**src/rtl/osc_stab_pkg.sv**
```systemverilog
package osc_stab_pkg;

    typedef enum logic [2:0] {
        ST_SUBRUN  = 3'd0,
        ST_INIT    = 3'd1,
        ST_OSCWAIT = 3'd2,
        ST_OPRST   = 3'd3,
        ST_MAINRUN = 3'd4
    } seq_state_e;

    localparam int unsigned SEL_W  = 2;
    localparam int unsigned N_TAPS = 1 << SEL_W;

    function automatic int unsigned max2(input int unsigned a, input int unsigned b);
        return (a > b) ? a : b;
    endfunction

endpackage

```
**src/rtl/osc_stab_timebase.sv**
```systemverilog
// Timebase counter advancing at half the main clock rate; one tap per interval code.
module osc_stab_timebase
    import osc_stab_pkg::*;
#(
    parameter int unsigned TAP0 = 12,
    parameter int unsigned TAP1 = 14,
    parameter int unsigned TAP2 = 17,
    parameter int unsigned TAP3 = 22
) (
    input  logic             clk,
    input  logic             rst_n,
    input  logic             run_i,
    input  logic             clear_i,
    input  logic [SEL_W-1:0] sel_i,
    output logic             hit_o
);

    localparam int unsigned CW = max2(max2(TAP0, TAP1), max2(TAP2, TAP3));

    logic              half_q;
    logic [CW-1:0]     cnt_q;
    logic [N_TAPS-1:0] tap_bits;

    always_ff @(posedge clk or negedge rst_n) begin
        if (!rst_n) begin
            half_q <= 1'b0;
            cnt_q  <= '0;
        end else if (clear_i) begin
            half_q <= 1'b0;
            cnt_q  <= '0;
        end else if (run_i) begin
            half_q <= ~half_q;
            if (half_q) begin
                cnt_q <= cnt_q + 1'b1;
            end
        end
    end

    // A wait of 2^T main cycles is 2^(T-1) counts, seen on bit T-1.
    for (genvar g = 0; g < N_TAPS; g++) begin : g_tap
        localparam int unsigned TW = (g == 0) ? TAP0 :
                                     (g == 1) ? TAP1 :
                                     (g == 2) ? TAP2 : TAP3;
        assign tap_bits[g] = cnt_q[TW-1];
    end

    assign hit_o = tap_bits[sel_i];

endmodule

```
**src/rtl/osc_stab_dwell.sv**
```systemverilog
// Saturating phase-length counter, cleared whenever the sequencer changes phase.
module osc_stab_dwell #(
    parameter int unsigned W = 5
) (
    input  logic         clk,
    input  logic         rst_n,
    input  logic         clear_i,
    output logic [W-1:0] cnt_o
);

    always_ff @(posedge clk or negedge rst_n) begin
        if (!rst_n) begin
            cnt_o <= '0;
        end else if (clear_i) begin
            cnt_o <= '0;
        end else if (cnt_o != {W{1'b1}}) begin
            cnt_o <= cnt_o + 1'b1;
        end
    end

endmodule

```
**src/rtl/osc_stab_fsm.sv**
```systemverilog
// Reset phase controller: state register, next-state logic, request capture and output decode.
module osc_stab_fsm
    import osc_stab_pkg::*;
#(
    parameter int unsigned INIT_LEN = 4,
    parameter int unsigned RST_LEN  = 16,
    parameter int unsigned DW       = 5
) (
    input  logic             clk,
    input  logic             rst_n,
    input  logic             wdt_req_i,
    input  logic             osc_halted_i,
    input  logic [SEL_W-1:0] ivl_sel_i,
    input  logic             tap_hit_i,
    input  logic [DW-1:0]    dwell_i,
    output seq_state_e       state_o,
    output logic [SEL_W-1:0] sel_o,
    output logic             tb_clear_o,
    output logic             dwell_clear_o,
    output logic             osc_en_o,
    output logic             init_rst_o,
    output logic             op_rst_o
);

    seq_state_e       state_q, state_d;
    logic             halt_q, halt_at_req;
    logic [SEL_W-1:0] sel_q;

    // Whether the main oscillator counts as stopped when a request is seen.
    always_comb begin
        unique case (state_q)
            ST_SUBRUN:  halt_at_req = osc_halted_i;
            ST_INIT:    halt_at_req = halt_q;
            ST_OSCWAIT: halt_at_req = 1'b1;
            default:    halt_at_req = 1'b0;
        endcase
    end

    always_comb begin
        state_d = state_q;
        unique case (state_q)
            ST_SUBRUN, ST_MAINRUN: state_d = state_q;
            ST_INIT: begin
                if (dwell_i == DW'(INIT_LEN - 1)) begin
                    state_d = halt_q ? ST_OSCWAIT : ST_OPRST;
                end
            end
            ST_OSCWAIT: begin
                if (tap_hit_i) begin
                    state_d = ST_OPRST;
                end
            end
            ST_OPRST: begin
                if (dwell_i == DW'(RST_LEN - 1)) begin
                    state_d = ST_MAINRUN;
                end
            end
            default: state_d = ST_SUBRUN;
        endcase
        if (wdt_req_i) begin
            state_d = ST_INIT;
        end
    end

    always_ff @(posedge clk or negedge rst_n) begin
        if (!rst_n) begin
            state_q <= ST_SUBRUN;
            halt_q  <= 1'b0;
            sel_q   <= '0;
        end else begin
            state_q <= state_d;
            if (wdt_req_i) begin
                halt_q <= halt_at_req;
                sel_q  <= ivl_sel_i;
            end
        end
    end

    assign dwell_clear_o = wdt_req_i || (state_d != state_q);
    assign tb_clear_o    = (state_d == ST_OSCWAIT) && (state_q != ST_OSCWAIT);
    assign sel_o         = sel_q;
    assign state_o       = state_q;

    always_comb begin
        osc_en_o   = 1'b1;
        init_rst_o = 1'b0;
        op_rst_o   = 1'b0;
        unique case (state_q)
            ST_SUBRUN:  osc_en_o = ~osc_halted_i;
            ST_INIT: begin
                osc_en_o   = ~halt_q;
                init_rst_o = 1'b1;
            end
            ST_OSCWAIT: osc_en_o = 1'b1;
            ST_OPRST:   op_rst_o = 1'b1;
            ST_MAINRUN: osc_en_o = 1'b1;
            default:    osc_en_o = 1'b1;
        endcase
    end

endmodule

```
**src/rtl/osc_stab_seq.sv**
```systemverilog
module osc_stab_seq
    import osc_stab_pkg::*;
#(
    parameter int unsigned TAP0     = 12,
    parameter int unsigned TAP1     = 14,
    parameter int unsigned TAP2     = 17,
    parameter int unsigned TAP3     = 22,
    parameter int unsigned INIT_LEN = 4,
    parameter int unsigned RST_LEN  = 16
) (
    input  logic       clk,
    input  logic       rst_n,
    input  logic       wdt_req_i,
    input  logic       osc_halted_i,
    input  logic [1:0] ivl_sel_i,
    output logic       osc_en_o,
    output logic       init_rst_o,
    output logic       op_rst_o,
    output logic [2:0] state_o
);

    localparam int unsigned DW = $clog2(max2(INIT_LEN, RST_LEN) + 1);

    seq_state_e       state;
    logic [SEL_W-1:0] sel_cap;
    logic             tb_clear, dwell_clear, tap_hit;
    logic [DW-1:0]    dwell;

    osc_stab_fsm #(
        .INIT_LEN (INIT_LEN),
        .RST_LEN  (RST_LEN),
        .DW       (DW)
    ) u_fsm (
        .clk           (clk),
        .rst_n         (rst_n),
        .wdt_req_i     (wdt_req_i),
        .osc_halted_i  (osc_halted_i),
        .ivl_sel_i     (ivl_sel_i),
        .tap_hit_i     (tap_hit),
        .dwell_i       (dwell),
        .state_o       (state),
        .sel_o         (sel_cap),
        .tb_clear_o    (tb_clear),
        .dwell_clear_o (dwell_clear),
        .osc_en_o      (osc_en_o),
        .init_rst_o    (init_rst_o),
        .op_rst_o      (op_rst_o)
    );

    osc_stab_timebase #(
        .TAP0 (TAP0),
        .TAP1 (TAP1),
        .TAP2 (TAP2),
        .TAP3 (TAP3)
    ) u_timebase (
        .clk     (clk),
        .rst_n   (rst_n),
        .run_i   (osc_en_o),
        .clear_i (tb_clear),
        .sel_i   (sel_cap),
        .hit_o   (tap_hit)
    );

    osc_stab_dwell #(
        .W (DW)
    ) u_dwell (
        .clk     (clk),
        .rst_n   (rst_n),
        .clear_i (dwell_clear),
        .cnt_o   (dwell)
    );

    assign state_o = state;

endmodule

```
**config.mk**
```make
export PLATFORM = sky130hd
export DESIGN_NAME = osc_stab_seq
export DESIGN_NICKNAME = d
export VERILOG_FILES = /design/src/rtl/osc_stab_pkg.sv /design/src/rtl/osc_stab_timebase.sv /design/src/rtl/osc_stab_dwell.sv /design/src/rtl/osc_stab_fsm.sv /design/src/rtl/osc_stab_seq.sv
export SDC_FILE = /design/constraint.sdc
export NUM_CORES = 1
export LEC_CHECK = 0
export BUFFER_PORTS_ARGS = -buffer_cell sky130_fd_sc_hd__clkbuf_2
export CORE_ASPECT_RATIO = 0.75
export CORE_UTILIZATION = 30
export CTS_CLUSTER_SIZE = 10
export DETAILED_ROUTE_END_ITERATION = 8
export PLACE_DENSITY = 0.49
export SKIP_LAST_GASP = 1
export SLEW_MARGIN = 25
export SYNTH_ARGS = -nofsm -noshare
export SYNTH_HDL_FRONTEND = slang
export SYNTH_SLANG_ARGS = --single-unit
```
**constraint.sdc**
```tcl
create_clock -name clk -period 3.7 [get_ports clk]
set_input_delay 0.37 -clock clk [delete_from_list [all_inputs] [get_ports clk]]
set_output_delay 0.37 -clock clk [all_outputs]
set_load 0.005 [all_outputs]
```
# ---- Yosys cells after proc, flatten, opt, wreduce, memory -nomap -nowiden
# Index checks and enable logic that the tools add are counted.
dict set report word_totals {
  inputBits 6
  register_bits 34
}
dict set report classes {
  n_eq_ne 10
  mux 19
  n_reduce_logical 9
  n_lt_le_gt_ge 1
  bitwise 4
  add_sub_neg 2
}
# cell count
set op_table {}
lappend op_table {{two-way mux 22 bit} 3}
lappend op_table {{adder 22 x 1 -> 22 bit, second input constant} 1}
lappend op_table {{two-way mux 3 bit} 4}
lappend op_table {{case mux 3 bit (4 select lines)} 1}
lappend op_table {{two-way mux 5 bit} 2}
lappend op_table {{== test 3 x 2 -> 1 bit, second input constant} 3}
lappend op_table {{two-way mux 1 bit} 6}
lappend op_table {{nonzero test 2 bit} 3}
lappend op_table {{adder 5 x 1 -> 5 bit, second input constant} 1}
lappend op_table {{== test 5 x 2 -> 1 bit, second input constant} 1}
lappend op_table {{== test 5 x 4 -> 1 bit, second input constant} 1}
lappend op_table {{inequality test 5 bit, second input constant} 1}
lappend op_table {{inverter 1 bit} 4}
lappend op_table {{AND reduction 2 bit} 2}
lappend op_table {{== test 3 x 1 -> 1 bit, second input constant} 1}
lappend op_table {{== test 3 bit, second input constant} 1}
lappend op_table {{zero test 3 bit} 1}
lappend op_table {{< comparator 2 x 3 -> 1 bit, second input constant} 1}
lappend op_table {{inequality test 3 x 2 -> 1 bit, second input constant} 1}
lappend op_table {{inequality test 3 bit} 1}
lappend op_table {{case mux 1 bit (3 select lines)} 1}
lappend op_table {{binary-select mux 1 bit (select 2 bit)} 1}
lappend op_table {{case mux 1 bit (2 select lines)} 1}
lappend op_table {{OR reduction 2 bit} 1}
lappend op_table {{other kinds (2)} 2}

# ---- Longest topological paths before layout
# Gate-level depths: netlist of run 1.
dict set report logic_depth {
  word_depth 9
  mapped_depth 8
  mapped_depth_nobuf 8
}

# ---- Cells and area by module
# Synthesis of run 1 repeated with hierarchy kept, for this count alone.
dict set report unflattened {
  hier_cells 186
  hier_area_um2 1826.8
}
# module area_per_inst_um2 n_inst cells_per_inst
set by_module_without_submodules {}
lappend by_module_without_submodules {osc_stab_timebase 1206.2 1 126}
lappend by_module_without_submodules {osc_stab_fsm 384.1 1 40}
lappend by_module_without_submodules {osc_stab_dwell 236.5 1 20}

# ---- Worst setup path before layout of run 1
# Ideal clock, no wire load.
dict set report synth_path {
  path_kind {reg-to-reg}
  start {register u_dwell.cnt_o[0]}
  end {register u_timebase.cnt_q[13]}
  arrival_ns 1.873
  slack_ns 1.752
  path_stages_with_launch 8
  period_less_slack_ns 1.948
  n_path_buf 0
  required_ns 3.626
  path_cell_list {dfrtp_1 > ha_1 > and3_2 > ha_1 > a22o_1 > a21oi_1 > or4_4 > a21oi_2}
}
dict set report synth_via {
  elab_chain_cells 8
  word_cells_on_any_way 12
  cone_classes {eq/ne (3); mux (5); reduce/logical (4)}
}
# item line
set synth_rtl {}
lappend synth_rtl {{start, declared} osc_stab_dwell.sv:8} ;# output logic [W-1:0] cnt_o
lappend synth_rtl {{start signal, assigned} osc_stab_dwell.sv:17} ;# cnt_o <= cnt_o + 1'b1;
lappend synth_rtl {{== test 5 x 4 -> 1 bit or == test 5 x 2 -> 1 bit (tied branches)} {osc_stab_fsm.sv:54, osc_stab_fsm.sv:44}}
lappend synth_rtl {{two-way mux 3 bit, on equally long branches} {osc_stab_fsm.sv:54, osc_stab_fsm.sv:44}}
lappend synth_rtl {{case mux 3 bit (4 select lines) *} osc_stab_fsm.sv:41} ;# unique case (state_q)
lappend synth_rtl {{two-way mux 3 bit *} osc_stab_fsm.sv:60} ;# if (wdt_req_i) begin
lappend synth_rtl {{== test 3 x 2 -> 1 bit *} osc_stab_fsm.sv:80} ;# assign tb_clear_o = (state_d == ST_OSCWAIT) && (state_q != ST_OSCWAIT);
lappend synth_rtl {{logical AND 1 bit *} osc_stab_fsm.sv:80}
lappend synth_rtl {{nonzero test 2 bit (no source line)} --}
lappend synth_rtl {{AND reduction 2 bit (no source line)} --}
lappend synth_rtl {{end signal, assigned} osc_stab_timebase.sv:34} ;# cnt_q <= cnt_q + 1'b1;
lappend synth_rtl {{end, declared} osc_stab_timebase.sv:21} ;# logic [CW-1:0] cnt_q;
# Every way passes the cells marked *; elsewhere a longest branch is shown, timed or not.
# A chain may end at the register's enable or synchronous reset.

# ---- Worst setup path in the final report of run 1
dict set report layout_path {
  start {register u_fsm.state_q[0] (netlist: u_fsm.state_o[0])}
  end {register u_timebase.cnt_q[13]}
}
dict set report layout_via {
  elab_chain_cells 8
  word_cells_on_any_way 19
  cone_classes {eq/ne (6); mux (7); reduce/logical (6)}
}
# item line
set layout_rtl {}
lappend layout_rtl {{start, declared} osc_stab_fsm.sv:25} ;# seq_state_e state_q, state_d;
lappend layout_rtl {{start signal, assigned} osc_stab_fsm.sv:71} ;# state_q <= state_d;
lappend layout_rtl {{== test 3 bit or zero test 3 bit (tied branches)} {osc_stab_fsm.sv:41, osc_stab_fsm.sv:88}}
lappend layout_rtl {{OR reduction 2 bit} osc_stab_fsm.sv:41}
lappend layout_rtl {{case mux 3 bit (4 select lines)} osc_stab_fsm.sv:41}
lappend layout_rtl {{two-way mux 3 bit} osc_stab_fsm.sv:60}
lappend layout_rtl {{== test 3 x 2 -> 1 bit} osc_stab_fsm.sv:80}
lappend layout_rtl {{logical AND 1 bit} osc_stab_fsm.sv:80}
lappend layout_rtl {{nonzero test 2 bit (no source line)} --}
lappend layout_rtl {{AND reduction 2 bit (no source line)} --}
# Parallel ways exist; a longest one is shown, timed or not.

==> results.sh, run 1 <==
export IMPL_pwr_share_seq=0.513
export IMPL_reg2reg_depth=5
export IMPL_syn_mean_instance_area_um2=9.648
export IMPL_antenna_found_initial=0
export IMPL_grt_setup_unrepaired="false"
export IMPL_drt_total_wl_mm=3.963
export IMPL_period_share=0.5946
export IMPL_post_cts_resized=0
export IMPL_crit_path_max_incr_delay_ns=0.59
export IMPL_pre_cts_ws_ns=1.522
export IMPL_vias_per_cell=4.898
export IMPL_postCtsSetupRepairBufs=0
export IMPL_max_cap_violations=0
export IMPL_r2r_end="u_timebase.cnt_q[13]"
export IMPL_syn_inst=194
export IMPL_setup_viol=0
export IMPL_clockRootBuffer="clkbuf_8"
export IMPL_worstMarginPinSlew_ns=0.8966
export IMPL_crit_cells=5
export IMPL_cts_tree="done"
export IMPL_hpwl_mm=2.675
export IMPL_layout_setup_ws_ns=1.500
export IMPL_grt_ovfl_total=0
export IMPL_critPathLaunch="u_fsm.state_o[0]"
export IMPL_critPathLaunchType="flop"
export IMPL_p_int_w=0.0006228
export IMPL_first_pass_iters=5
export IMPL_p_leak_nw=0.9203
export IMPL_ys_flop_type="dfrtp_1"
export IMPL_cp_top_family="compound AO/OA/AOI/OAI gates"
export IMPL_io_buffers=11
export IMPL_ios=12
export IMPL_cp_slowest_cell="dfrtp_1"
export IMPL_cts_sinks=34
export IMPL_drc=0
export IMPL_gr_usage_all_layers=0.1379
export IMPL_postRouteAntennaNets=0
export IMPL_die_area_um2=6562
export IMPL_slew_viol_final=0
export IMPL_reg2reg_slack_ns=1.50
export IMPL_final_cell_mix="dfrtp_1, nor2_1, clkbuf_2, nand2_1, xor2_1"
export IMPL_htreeDepth=2
export IMPL_skew_ns=0.007879
export IMPL_swShare=0.2892
export IMPL_die_height_um=70.41
export IMPL_yosys_register_bits=34
export IMPL_vias=1386
export IMPL_rows=24
export IMPL_grt_max_degree=35
export IMPL_clock_fmax_ghz=0.4546
export IMPL_ys_seq_area_frac=0.4545
export IMPL_start_util=0.3164
export IMPL_hold_slack_ns=0.1827
export IMPL_final_setup_tns_ns=0
export IMPL_hold_class="input pin to asynchronous set/reset pin"
export IMPL_yosysUniqueCellTypes=46
export IMPL_period_needed_ns=2.200
export IMPL_synth_enable_flop_cells=0
export IMPL_cts_hold_buffers=0
export IMPL_crit_chain="mux2i_1 > o31a_2 > a21oi_1 > or4_4 > a21oi_2"
export IMPL_synth_fp_nets=204
export IMPL_layout_commonest_cell="dfrtp_1"
export IMPL_p_clk_frac=0.321
export IMPL_slew_headroom=0.4023
export IMPL_diodes=0
export IMPL_first_iter_violations=53
export IMPL_required_ns=3.91
export IMPL_yosys_warnings=0
export IMPL_syn2layout_area_growth_pct=11.56
export IMPL_nets=214
export IMPL_critical_path_arrival_ns=2.41
export IMPL_path_buf_inv=0
export IMPL_syn_cell_area_um2=1872
export IMPL_placed_cells=275
export IMPL_critPathMaxFanout=15
export IMPL_clock_latency_ns=0.29
export IMPL_drive_above_1_share=0.1463
export IMPL_fin_cells=283
export IMPL_status="finished, final reports clean"
export IMPL_ys_async_sr_fraction=1.000
export IMPL_reg2reg_from="u_fsm.state_o[0]"
export IMPL_nFillCells=623
export IMPL_core_um2=5916
export IMPL_path_class="flop to flop"
export IMPL_grt_pass1_wl_mm=6.831
export IMPL_p_total_w=0.0008762
export IMPL_power_switching_w=0.0002534
export IMPL_pwr_share_comb=0.166
export IMPL_clk_path_buf_depth=2
export IMPL_first_global_vias=1378
export IMPL_wl_per_cell_um=14.00
export IMPL_gp_congestion=0.7877
export IMPL_max_vdd_ir_drop_uv=148.1
export IMPL_crit_path_end_kind="flop"
export IMPL_numCtsBuffers=5
export IMPL_hold_viol=0
export IMPL_clk_pin_slew_ns=0.07
export IMPL_power_per_cell_area_nw_per_um2=419.6
export IMPL_die_w_um=93.21
## kinds of logic (layout without fill, tap and decap cells)
logic type / after synthesis / in the layout / synth area share
AO/OA/AOI/OAI: 29 / 29 / 0.1043
XOR/XNOR: 19 / 19 / 0.08890
adder cells (fa/ha/maj): 4 / 4 / 0.02674
buffers and inverters: 12 / 23 / 0.02473
flip-flops: 34 / 34 / 0.4545
multiplexers: 7 / 7 / 0.05214
AND/OR/NAND/NOR: 89 / 89 / 0.2487
## cells in the mapped netlist, drive strengths merged (2+ instances only)
cell,n,area (um^2)
dfrtp,34,850.8
nor2,30,112.6
nand2,10,37.54
xor2,10,87.58
a21oi,9,48.80
and3,9,57.56
xnor2,9,78.83
nand3,8,40.04
clkbuf,7,26.28
nor3,6,30.03
o21ai,6,33.78
nand4,5,31.28
ha,4,50.05
mux2i,4,52.55
nor2b,4,25.02
inv,3,11.26
nor4,3,18.77
or3,3,18.77
a211oi,2,15.01
and4,2,17.52
buf,2,8.750
mux2,2,22.52
nand2b,2,12.51
nand4b,2,17.52
o31ai,2,15.01
## worst max path at each step
stage / end
after floorplan: u_timebase.cnt_q[13]
after global placement: u_timebase.cnt_q[13]
after detailed placement: u_timebase.cnt_q[13]
after CTS: u_timebase.cnt_q[13]
after global routing: u_timebase.cnt_q[13]
final: u_timebase.cnt_q[13]
## flip-flops by register name (all words and copies together), names as in the netlist
name and cells:
u_fsm.sel_o 2, u_fsm.halt_q 1, u_fsm.state_o 3, u_dwell.cnt_o 5, u_timebase.half_q 1, u_timebase.cnt_q 22
## per-stage QoR
| step | instance area [um^2] | utilization |
|---|---|---|
| 5_1_grt | 2088 | 0.3530 |
| 6_report | 2088 | 0.3530 |
| 4_1_cts | 2088 | 0.3530 |
| 3_3_place_gp | 1997 | 0.3376 |
| 2_1_floorplan | 1872 | - |
| 3_5_place_dp | 1997 | 0.3376 |
## power groups by stage
stage / Clock (W) / Combinational (W) / Sequential [W]
floorplan: 0 / 0.000114 / 0.000441
global route: 0.000313 / 0.000169 / 0.000455
detailed placement: 0 / 0.000148 / 0.000456
finish: 0.000281 / 0.000146 / 0.000449
global placement: 0 / 0.000147 / 0.000453
CTS: 0.000298 / 0.000148 / 0.000449
## per-layer routing
metal / vias up / share of wire / track usage
li1: 711 / - / -
met1: 640 / 0.55 / 0.2012
met2: 24 / 0.39 / 0.1855
met3: 11 / 0.037 / 0.04248
met4: 0 / 0.017 / 0.05641
met5: - / 0 / 0
## final cells by class
class                           count  area (um^2)  share of cell area
Multi-Input combinational cell    148        974.7              0.4667
Sequential cell                    34        850.8              0.4074
Tap cell                           78        97.59             0.04673
Clock buffer                        7        86.33             0.04134
Timing Repair Buffer               12        62.56             0.02996
Inverter                            3        11.26            0.005392
Clock inverter                      1        5.005            0.002397
(Power assumes the default switching activity.)
==> run 2: changes to the inputs <==
==> constraint.sdc (replaced) <==
create_clock -name clk -period 2.03 [get_ports clk]
set_input_delay 0.203 -clock clk [delete_from_list [all_inputs] [get_ports clk]]
set_output_delay 0.203 -clock clk [all_outputs]
set_load 0.005 [all_outputs]
==> run 2 against run 1 <==
Compared with the run above:
- clock power up 110%
- global-route usage up 0.38 points
- core utilization up 3.6 points
- sequential share of layout area down 3.8 points
- largest cell class unchanged
- total power up 98%
- flip-flop and latch count unchanged
- clock skew about the same
- wire length up 4.3%
==> results.sh, run 2 (same netlist as run 1, synthesis figures left out) <==
export IMPL_reg2reg_slack_ns=0.06
export IMPL_gr_usage_all_layers=0.1417
export IMPL_critical_path_arrival_ns=2.18
export IMPL_status="finished, final reports clean"
export IMPL_period_needed_ns=1.973
export IMPL_reg2reg_depth=6
export IMPL_clk_path_buf_depth=2
export IMPL_first_iter_violations=60
export IMPL_max_vdd_ir_drop_uv=258.7
export IMPL_drive_above_1_share=0.2400
export IMPL_max_cap_violations=0
export IMPL_grt_pass1_wl_mm=7.134
export IMPL_grt_setup_unrepaired="true"
export IMPL_skew_ns=0.007737
export IMPL_hpwl_mm=2.981
export IMPL_clock_latency_ns=0.28
export IMPL_cts_tree="done"
export IMPL_regMostFlops="u_timebase.cnt_q"
export IMPL_io_buffers=11
export IMPL_ios=12
export IMPL_grt_ovfl_total=0
export IMPL_period_share=0.9720
export IMPL_die_height_um=70.41
export IMPL_critPathMaxFanout=4
export IMPL_critPathLaunchType="flop"
export IMPL_grt_max_degree=24
export IMPL_crit_path_end_kind="flop"
export IMPL_hold_viol=0
export IMPL_nets=234
export IMPL_drc=0
export IMPL_core_um2=5916
export IMPL_diodes=0
export IMPL_final_setup_tns_ns=0
export IMPL_rows=24
export IMPL_largest_register_ff_count=22
export IMPL_cts_sinks=34
export IMPL_die_area_um2=6562
export IMPL_clock_fmax_ghz=0.5068
export IMPL_clk_pin_slew_ns=0.07
export IMPL_first_pass_iters=4
export IMPL_slew_headroom=0.7207
export IMPL_setup_viol=0
export IMPL_required_ns=2.24
export IMPL_hold_class="input pin to flop"
export IMPL_clockRootBuffer="clkbuf_8"
export IMPL_worstMarginPinSlew_ns=0.4189
export IMPL_postRouteAntennaNets=0
export IMPL_power_per_cell_area_nw_per_um2=753.2
export IMPL_numCtsBuffers=5
export IMPL_whs_path_depth=2
export IMPL_die_w_um=93.21
export IMPL_vias_per_cell=4.894
export IMPL_wl_per_cell_um=13.64
export IMPL_antenna_found_initial=0
export IMPL_nFillCells=600
export IMPL_first_global_vias=1461
export IMPL_final_util=0.3890
export IMPL_p_leak_nw=1.035
export IMPL_path_class="flop to flop"
export IMPL_layout_commonest_cell="dfrtp_1"
export IMPL_start_util=0.3164
export IMPL_vias=1483
export IMPL_syn2layout_area_growth_pct=22.93
export IMPL_htreeDepth=2
export IMPL_drt_total_wl_mm=4.133
export IMPL_gp_congestion=0.7456
export IMPL_final_cell_mix="dfrtp_1, nor2_1, buf_4, clkbuf_2"
export IMPL_slew_viol_final=0
run 2: worst paths after layout:
kind / to / start
hold / removal: u_fsm.sel_o[1] / ivl_sel_i[1]
hold reg to reg: u_fsm.sel_o[0] / u_fsm.sel_o[0]
max in group asynchronous: u_timebase.cnt_q[14] / rst_n
setup / recovery: u_timebase.cnt_q[13] / u_dwell.cnt_o[1]
min in group asynchronous: u_fsm.state_o[1] / rst_n
setup reg to reg: u_timebase.cnt_q[13] / u_dwell.cnt_o[1]
run 2: worst max-delay path, stage by stage (launching register included):
cell and delay (ns):
dfrtp_1 0.36, ha_2 0.21, or4b_4 0.49, mux2i_4 0.20, o21ai_2 0.10, or4_4 0.42
a21oi_2 0.13
run 2: power breakdown:
part	switching [W]	internal, W
Sequential	0.0000595	0.000744
Combinational	0.000177	0.000160
Clock	0.000250	0.000343
Total	0.000486	0.00125
run 2: final cells by class:
type                            instances  area [um^2]  area share
Multi-Input combinational cell        148         1003      0.4361
Timing Repair Buffer                   32        227.7     0.09897
Tap cell                               78        97.59     0.04241
Sequential cell                        34        850.8      0.3698
Clock buffer                            8        110.1     0.04785
Inverter                                3        11.26    0.004894
run 2: repair_timing:
item                                    CTS  global route
resized for setup                         3             4
pin swaps                                 0             3
endpoints found under the hold margin    14             0
endpoints found under the setup margin    6             7
hold buffers                              1             0
setup buffers                             0             1
run 2: stage by stage:
stage / setup WS, ns / hold WS [ns] / cells / total power [W] / area (um^2)
3_3_place_gp: 0.02048 / 0.1556 / 294 / 0.001149 / 2152
3_5_place_dp: -0.03977 / 0.1557 / 294 / 0.001151 / 2152
6_report: 0.05681 / 0.1524 / 303 / 0.001733 / 2301
5_1_grt: -0.01474 / 0.1409 / 303 / 0.001833 / 2301
2_1_floorplan: 0.08244 / -0.09259 / 194 / 0.001011 / 1872
4_1_cts: 0.006377 / 0.1462 / 303 / 0.001751 / 2291
run 2: routing by layer:
| metal | part of all wire | GRT usage | vias to the layer above |
|---|---|---|---|
| li1 | - | - | 755 |
| met1 | 0.59 | 0.2152 | 712 |
| met2 | 0.37 | 0.1895 | 12 |
| met3 | 0.028 | 0.03704 | 4 |
| met4 | 0.010 | 0.04957 | 0 |
| met5 | 0 | 0 | - |
